## src/rtl/pe_bs_pkg.sv

```systemverilog
package pe_bs_pkg;

    localparam logic [2:0] OP_ADD  = 3'd0;
    localparam logic [2:0] OP_AND  = 3'd1;
    localparam logic [2:0] OP_OR   = 3'd2;
    localparam logic [2:0] OP_XOR  = 3'd3;
    localparam logic [2:0] OP_COPY = 3'd4;

    typedef enum logic [1:0] {
        SQ_IDLE  = 2'd0,
        SQ_RUN   = 2'd1,
        SQ_CARRY = 2'd2
    } pe_seq_e;

    typedef struct packed {
        logic       wr_en;
        logic       is_add;
        logic [2:0] op;
    } pe_ctrl_t;

    function automatic pe_ctrl_t decode_op(input logic [2:0] op);
        pe_ctrl_t c;
        c.op     = op;
        c.is_add = (op == OP_ADD);
        c.wr_en  = (op <= OP_COPY);
        return c;
    endfunction

    // returns {carry_out, result}
    function automatic logic [1:0] bit_alu(input logic [2:0] op, input logic a,
                                           input logic b, input logic cin);
        logic [1:0] r;
        case (op)
            OP_ADD:  r = {(a & b) | (cin & (a ^ b)), a ^ b ^ cin};
            OP_AND:  r = {1'b0, a & b};
            OP_OR:   r = {1'b0, a | b};
            OP_XOR:  r = {1'b0, a ^ b};
            default: r = {1'b0, a};
        endcase
        return r;
    endfunction

endpackage

```

## src/rtl/pe_bs_mem.sv

```systemverilog
module pe_bs_mem #(
    parameter int DEPTH  = 256,
    parameter int ADDR_W = $clog2(DEPTH)
) (
    input  logic              clk,
    input  logic              we,
    input  logic [ADDR_W-1:0] waddr,
    input  logic              wdata,
    input  logic [ADDR_W-1:0] ra,
    input  logic [ADDR_W-1:0] rb,
    input  logic [ADDR_W-1:0] rt,
    output logic              da,
    output logic              db,
    output logic              dt
);
    logic [DEPTH-1:0] bits_q;

    always_ff @(posedge clk) begin
        if (we) bits_q[waddr] <= wdata;
    end

    assign da = bits_q[ra];
    assign db = bits_q[rb];
    assign dt = bits_q[rt];
endmodule

```

## src/rtl/pe_bs_decode.sv

```systemverilog
module pe_bs_decode
    import pe_bs_pkg::*;
#(
    parameter int ADDR_W = 8,
    parameter int LEN_W  = 5,
    parameter int VPL_W  = 2,
    parameter int SL_W   = 3,
    parameter int SH_W   = 4
) (
    input  logic              clk,
    input  logic              rst,
    input  logic              load,
    input  logic [2:0]        op_in,
    input  logic [ADDR_W-1:0] a_in,
    input  logic [ADDR_W-1:0] b_in,
    input  logic [ADDR_W-1:0] d_in,
    input  logic [LEN_W-1:0]  len_in,
    input  logic [VPL_W-1:0]  vp_in,
    output pe_ctrl_t          ctrl_q,
    output logic [ADDR_W-1:0] a_q,
    output logic [ADDR_W-1:0] b_q,
    output logic [ADDR_W-1:0] d_q,
    output logic [LEN_W-1:0]  len_q,
    output logic [SH_W-1:0]   shamt_q,
    output logic [SL_W-1:0]   last_slice_q
);
    logic [SL_W:0]   nslice_m1;
    logic [SH_W-1:0] shamt;

    always_comb begin
        nslice_m1 = ((SL_W+1)'(1) << vp_in) - (SL_W+1)'(1);
        shamt     = SH_W'(ADDR_W) - SH_W'(vp_in);
    end

    always_ff @(posedge clk) begin
        if (rst) begin
            ctrl_q       <= '0;
            a_q          <= '0;
            b_q          <= '0;
            d_q          <= '0;
            len_q        <= '0;
            shamt_q      <= '0;
            last_slice_q <= '0;
        end else if (load) begin
            ctrl_q       <= decode_op(op_in);
            a_q          <= a_in;
            b_q          <= b_in;
            d_q          <= d_in;
            len_q        <= len_in;
            shamt_q      <= shamt;
            last_slice_q <= nslice_m1[SL_W-1:0];
        end
    end
endmodule

```

## src/rtl/pe_bs_seq.sv

```systemverilog
module pe_bs_seq
    import pe_bs_pkg::*;
#(
    parameter int LEN_W = 5,
    parameter int SL_W  = 3
) (
    input  logic             clk,
    input  logic             rst,
    input  logic             start,
    input  logic [LEN_W-1:0] len_m1,
    input  logic [SL_W-1:0]  last_slice,
    input  logic             carry_en,
    output logic             busy,
    output logic             done,
    output logic             carry_phase,
    output logic [LEN_W-1:0] bit_idx,
    output logic [SL_W-1:0]  slice_idx
);
    pe_seq_e state_q;

    assign busy        = (state_q != SQ_IDLE);
    assign carry_phase = (state_q == SQ_CARRY);

    always_ff @(posedge clk) begin
        if (rst) begin
            state_q   <= SQ_IDLE;
            bit_idx   <= '0;
            slice_idx <= '0;
            done      <= 1'b0;
        end else begin
            done <= 1'b0;
            case (state_q)
                SQ_IDLE: begin
                    if (start) begin
                        state_q   <= SQ_RUN;
                        bit_idx   <= '0;
                        slice_idx <= '0;
                    end
                end
                SQ_RUN: begin
                    if (bit_idx != len_m1) begin
                        bit_idx <= bit_idx + LEN_W'(1);
                    end else if (carry_en) begin
                        state_q <= SQ_CARRY;
                    end else if (slice_idx == last_slice) begin
                        state_q <= SQ_IDLE;
                        done    <= 1'b1;
                    end else begin
                        slice_idx <= slice_idx + SL_W'(1);
                        bit_idx   <= '0;
                    end
                end
                SQ_CARRY: begin
                    if (slice_idx == last_slice) begin
                        state_q <= SQ_IDLE;
                        done    <= 1'b1;
                    end else begin
                        state_q   <= SQ_RUN;
                        slice_idx <= slice_idx + SL_W'(1);
                        bit_idx   <= '0;
                    end
                end
                default: state_q <= SQ_IDLE;
            endcase
        end
    end
endmodule

```

## src/rtl/pe_bitserial_top.sv

```systemverilog
module pe_bitserial_top
    import pe_bs_pkg::*;
#(
    parameter int MEM_BITS    = 256,
    parameter int MAX_LEN     = 32,
    parameter int MAX_VP_LOG2 = 3,
    localparam int ADDR_W = $clog2(MEM_BITS),
    localparam int LEN_W  = $clog2(MAX_LEN),
    localparam int VPL_W  = (MAX_VP_LOG2 > 0) ? $clog2(MAX_VP_LOG2 + 1) : 1
) (
    input  logic              clk,
    input  logic              rst,
    input  logic              issue_valid,
    output logic              issue_ready,
    input  logic [2:0]        issue_op,
    input  logic [ADDR_W-1:0] issue_a_base,
    input  logic [ADDR_W-1:0] issue_b_base,
    input  logic [ADDR_W-1:0] issue_d_base,
    input  logic [LEN_W-1:0]  issue_len_m1,
    input  logic [VPL_W-1:0]  issue_vp_log2,
    output logic              busy,
    output logic              done,
    input  logic              tst_we,
    input  logic [ADDR_W-1:0] tst_addr,
    input  logic              tst_wdata,
    output logic              tst_rdata
);
    localparam int SL_W = (MAX_VP_LOG2 > 0) ? MAX_VP_LOG2 : 1;
    localparam int SH_W = $clog2(ADDR_W + 1);

    pe_ctrl_t          ctrl_q;
    logic [ADDR_W-1:0] a_q, b_q, d_q;
    logic [LEN_W-1:0]  len_q;
    logic [SH_W-1:0]   shamt_q;
    logic [SL_W-1:0]   last_slice_q;

    logic              accept;
    logic              carry_phase;
    logic [LEN_W-1:0]  bit_idx;
    logic [SL_W-1:0]   slice_idx;
    logic              carry_q;
    logic              cin;
    logic [1:0]        alu_out;
    logic [ADDR_W-1:0] slice_off, step, addr_a, addr_b, addr_d;
    logic              bit_a, bit_b;
    logic              mem_we, mem_wd;
    logic [ADDR_W-1:0] mem_wa;

    assign issue_ready = ~busy;
    assign accept      = issue_valid & ~busy;

    pe_bs_decode #(
        .ADDR_W(ADDR_W), .LEN_W(LEN_W), .VPL_W(VPL_W), .SL_W(SL_W), .SH_W(SH_W)
    ) dec_i (
        .clk(clk), .rst(rst), .load(accept),
        .op_in(issue_op), .a_in(issue_a_base), .b_in(issue_b_base),
        .d_in(issue_d_base), .len_in(issue_len_m1), .vp_in(issue_vp_log2),
        .ctrl_q(ctrl_q), .a_q(a_q), .b_q(b_q), .d_q(d_q), .len_q(len_q),
        .shamt_q(shamt_q), .last_slice_q(last_slice_q)
    );

    pe_bs_seq #(.LEN_W(LEN_W), .SL_W(SL_W)) seq_i (
        .clk(clk), .rst(rst), .start(accept),
        .len_m1(len_q), .last_slice(last_slice_q), .carry_en(ctrl_q.is_add),
        .busy(busy), .done(done), .carry_phase(carry_phase),
        .bit_idx(bit_idx), .slice_idx(slice_idx)
    );

    always_comb begin
        slice_off = ADDR_W'(slice_idx) << shamt_q;
        step      = slice_off + ADDR_W'(bit_idx);
        addr_a    = a_q + step;
        addr_b    = b_q + step;
        addr_d    = d_q + step + (carry_phase ? ADDR_W'(1) : ADDR_W'(0));
        cin       = (bit_idx == '0) ? 1'b0 : carry_q;
        alu_out   = bit_alu(ctrl_q.op, bit_a, bit_b, cin);
        if (busy) begin
            mem_we = carry_phase | ctrl_q.wr_en;
            mem_wa = addr_d;
            mem_wd = carry_phase ? carry_q : alu_out[0];
        end else begin
            mem_we = tst_we;
            mem_wa = tst_addr;
            mem_wd = tst_wdata;
        end
    end

    always_ff @(posedge clk) begin
        if (rst) begin
            carry_q <= 1'b0;
        end else if (busy && !carry_phase && ctrl_q.is_add) begin
            carry_q <= alu_out[1];
        end
    end

    pe_bs_mem #(.DEPTH(MEM_BITS), .ADDR_W(ADDR_W)) mem_i (
        .clk(clk), .we(mem_we), .waddr(mem_wa), .wdata(mem_wd),
        .ra(addr_a), .rb(addr_b), .rt(tst_addr),
        .da(bit_a), .db(bit_b), .dt(tst_rdata)
    );
endmodule

```

## config.mk

```make
export PLATFORM = sky130hd
export DESIGN_NAME = pe_bitserial_top
export DESIGN_NICKNAME = d
export VERILOG_FILES = /design/src/rtl/pe_bs_pkg.sv /design/src/rtl/pe_bs_mem.sv /design/src/rtl/pe_bs_decode.sv /design/src/rtl/pe_bs_seq.sv /design/src/rtl/pe_bitserial_top.sv
export SDC_FILE = /design/constraint.sdc
export NUM_CORES = 1
export LEC_CHECK = 0
export BUFFER_PORTS_ARGS = -buffer_cell sky130_fd_sc_hd__buf_2
export CAP_MARGIN = 20
export CORE_MARGIN = 3
export CORE_UTILIZATION = 35
export DETAILED_ROUTE_END_ITERATION = 8
export GPL_ROUTABILITY_DRIVEN = 0
export PLACE_DENSITY_LB_ADDON = 0.12
export SETUP_SLACK_MARGIN = 0.1
export SLEW_MARGIN = 15
export SYNTH_ARGS = -nofsm -noshare
export SYNTH_HDL_FRONTEND = slang
export SYNTH_SLANG_ARGS = --single-unit
```

## constraint.sdc

```tcl
create_clock -name clk -period 21.9 [get_ports clk]
set_clock_uncertainty 0.2 [all_clocks]
set_input_delay 3.285 -clock clk [delete_from_list [all_inputs] [get_ports clk]]
set_output_delay 3.285 -clock clk [all_outputs]
set_load 0.005 [all_outputs]
```

==> flow_summary.json <==
{
  "relSlewSlack_pct": 26.4,
  "avgRoutedWirePerCell_microns": 26.5,
  "grt_pass1_wl_mm": 87.1,
  "synth.yosys.seq_area_share_pct": 45.9,
  "ys_seq_elements": 308,
  "htree_levels": 2,
  "io_buffer_count": 50,
  "drive_above_1_share_pct": 25.7,
  "vias": 13157,
  "synth-edff-count": 256,
  "cts_resized": 0,
  "path_max_fanout": 48,
  "worstSetupPathType": "input port to output pin",
  "grt.overflow.total": 0,
  "crit_path_end_kind": "output pin",
  "cts_buffer_depth": 3,
  "ant_nets": 0,
  "die-area_sq_um": 57200,
  "dieHeight_microns": 239,
  "critPathBufInv": 3,
  "syn2layout_area_growth_pct": 11.0,
  "postCtsSetupRepairBufs": 0,
  "avgSynthCellArea_sq_um": 12.8,
  "syn_inst": 1489,
  "arrival_ps": 6850,
  "antenna_found_initial": 2,
  "max_freq_ghz": 0.0967,
  "ir_drop_mv": 0.0551,
  "p_leak_uw": 0.00691,
  "drv_cap": 0,
  "mostFrequentLayoutCells": "nor2_1 (298), edfxtp_1 (256), mux4_2 (232), nand2_1 (185), a21oi_1 (69)",
  "dp_hpwl_mm": 38.3,
  "dp.cells": 2149,
  "fin_cells": 2219,
  "track_usage_pct": 20.9,
  "drt-initial-drc-count": 1207,
  "row_count": 84,
  "fin_crit_ps": 10340,
  "status": "completed",
  "async_flop_share_pct": 0,
  "netlist_area_sq_um": 19000,
  "coreArea_sq_um": 53200,
  "cts-root-buf": "clkbuf_16",
  "hold_path_class": "flop to flop",
  "yosys_warnings": 0,
  "nets": 1593,
  "startpoint_type": "input port",
  "worst_pin_slew_ps": 1100,
  "cts.sinks": 308,
  "cts_buffers": 38,
  "cts_tree": "yes",
  "p_per_area_nw_per_um2": 82.4,
  "synthDistinctLibCells": 65,
  "report.final.slew_viol_count": 0,
  "syn_nets": 1581,
  "finalSetupViolCount": 0,
  "min_period_over_period_pct": 47.2,
  "drc_errors": 0,
  "cp_cell_sequence": "buf_4 > buf_4 > mux4_2 > mux4_2 > mux4_2 > mux4_2 > buf_2",
  "yosys_most_used_dff": "edfxtp_1",
  "die_x_microns": 239,
  "fin_setup_tns_ps": 0,
  "worst_path_most_repeated_cell": "mux4_2",
  "clk_pin_slew_ps": 60,
  "grt_max_degree": 257,
  "worstPathRequired_ps": 18420,
  "rsz0062_at_grt": "false",
  "cpPeakStageDelay_ps": 810,
  "worstSkewPairLatency_ps": 560,
  "viasPerCell": 5.93,
  "crit_family": "multiplexers",
  "start_util_pct": 35.8,
  "pin_count": 51,
  "slowest_stage": "buf_4",
  "routed_wl_mm": 58.9,
  "ctsHoldBuffers": 0,
  "drt-pass1-iter-count": 5,
  "grt_pass1_vias": 13217,
  "finalHoldViolCount": 0,
  "final_common_cell": "nor2_1"
}
-- per-stage QoR --
step / instance area, sq um / worst slack, ps / total power [uW] / hold slack (ps) / util [%]
finish: 21100 / 11560 / 1740 / 268 / 39.7
global route: 21100 / 11360 / 1810 / 296 / 39.7
CTS: 21100 / 11510 / 1760 / 270 / 39.7
detailed placement: 19900 / 11500 / 1150 / 258 / 37.5
global placement: 19900 / 11550 / 1140 / 257 / 37.5
floorplan: 19000 / 5600 / 1050 / 236 / -
-- worst paths after layout --
check                                                  end  slack [ps]  cells after the start                          start
worst max register to register  mem_i.bits_q[21]$_DFFE_PP_       13560                     20  dec_i.shamt_q[1]$_SDFFE_PP0P_
worst max-delay path                             tst_rdata       11560                      7                    tst_addr[0]
worst min register to register   dec_i.a_q[6]$_SDFFE_PP0P_         270                      2      dec_i.a_q[6]$_SDFFE_PP0P_
worst min-delay path             dec_i.a_q[6]$_SDFFE_PP0P_         270                      2      dec_i.a_q[6]$_SDFFE_PP0P_
-- where the power goes --
part / internal, uW / leakage [uW] / switching [uW] / total, uW
clock network: 351 / 0.000593 / 256 / 607
logic: 171 / 0.00358 / 266 / 436
registers: 688 / 0.00273 / 8.97 / 697
-- registers in the layout (all words and copies together) (netlist names) --
name	cells
dec_i.d_q	8
seq_i.state_q	2
dec_i.shamt_q	3
dec_i.b_q	8
seq_i.bit_idx	5
carry_q	1
seq_i.done	1
mem_i.bits_q	256
seq_i.slice_idx	3
dec_i.last_slice_q	3
dec_i.ctrl_q	5
dec_i.a_q	8
dec_i.len_q	5
-- layer usage --
metal  up-vias  GRT usage, %  wire, microns
li1       5701             -              -
met4         2          6.91           1780
met5         -             0             18
met1      6767          27.0          23500
met2       596          34.8          28500
met3        91          4.90           5060
-- cell usage after synthesis (all sizes together) (5+ instances only) --
library cell | count | area [sq um]
mux2i | 17 | 170
a311oi | 5 | 43.8
nand2 | 193 | 785
a21o | 6 | 45.0
a31oi | 9 | 56.3
clkbuf | 53 | 199
dfxtp | 52 | 1040
nor3 | 14 | 75.1
nor2b | 8 | 50.1
buf | 45 | 274
nor2 | 299 | 1120
inv | 34 | 128
mux2 | 5 | 60.1
edfxtp | 256 | 7690
o21ai | 23 | 119
xor2 | 14 | 123
nand3 | 19 | 95.1
a21oi | 70 | 362
fa | 6 | 120
ha | 39 | 488
and3 | 10 | 62.6
mux4 | 232 | 5230
xnor2 | 20 | 175
-- worst register-to-register path: cells and delay by family (launching register included) --
family	cells	cell delay (ps)
compound gates	6	1370
fa+ha+maj	4	2410
buf+inv	4	1150
flops	1	380
mux	2	790
simple gates	4	1290
-- cell families (layout without fill, tap and decap cells) --
group           Yosys count  in the layout  synth area share (%)
simple gates            569            569                  12.5
flops                   308            308                  45.9
mux                     254            254                  28.7
compound gates          145            145                  4.77
buf+inv                 132            173                  3.16
fa+ha+maj                45             45                  3.20
xor+xnor                 36             36                  1.82
other cells               0              1                     0
-- final cells by class --
cell class	count	area [sq um]
clock buffer	42	997
multi-input combinational	1049	9810
timing repair buffer	70	415
inverter	34	128
fill	5052	32100
clock inverter	27	176
antenna	1	2.50
tap	688	861
sequential	308	8730
No activity file was read; power rests on OpenSTA's default activity.
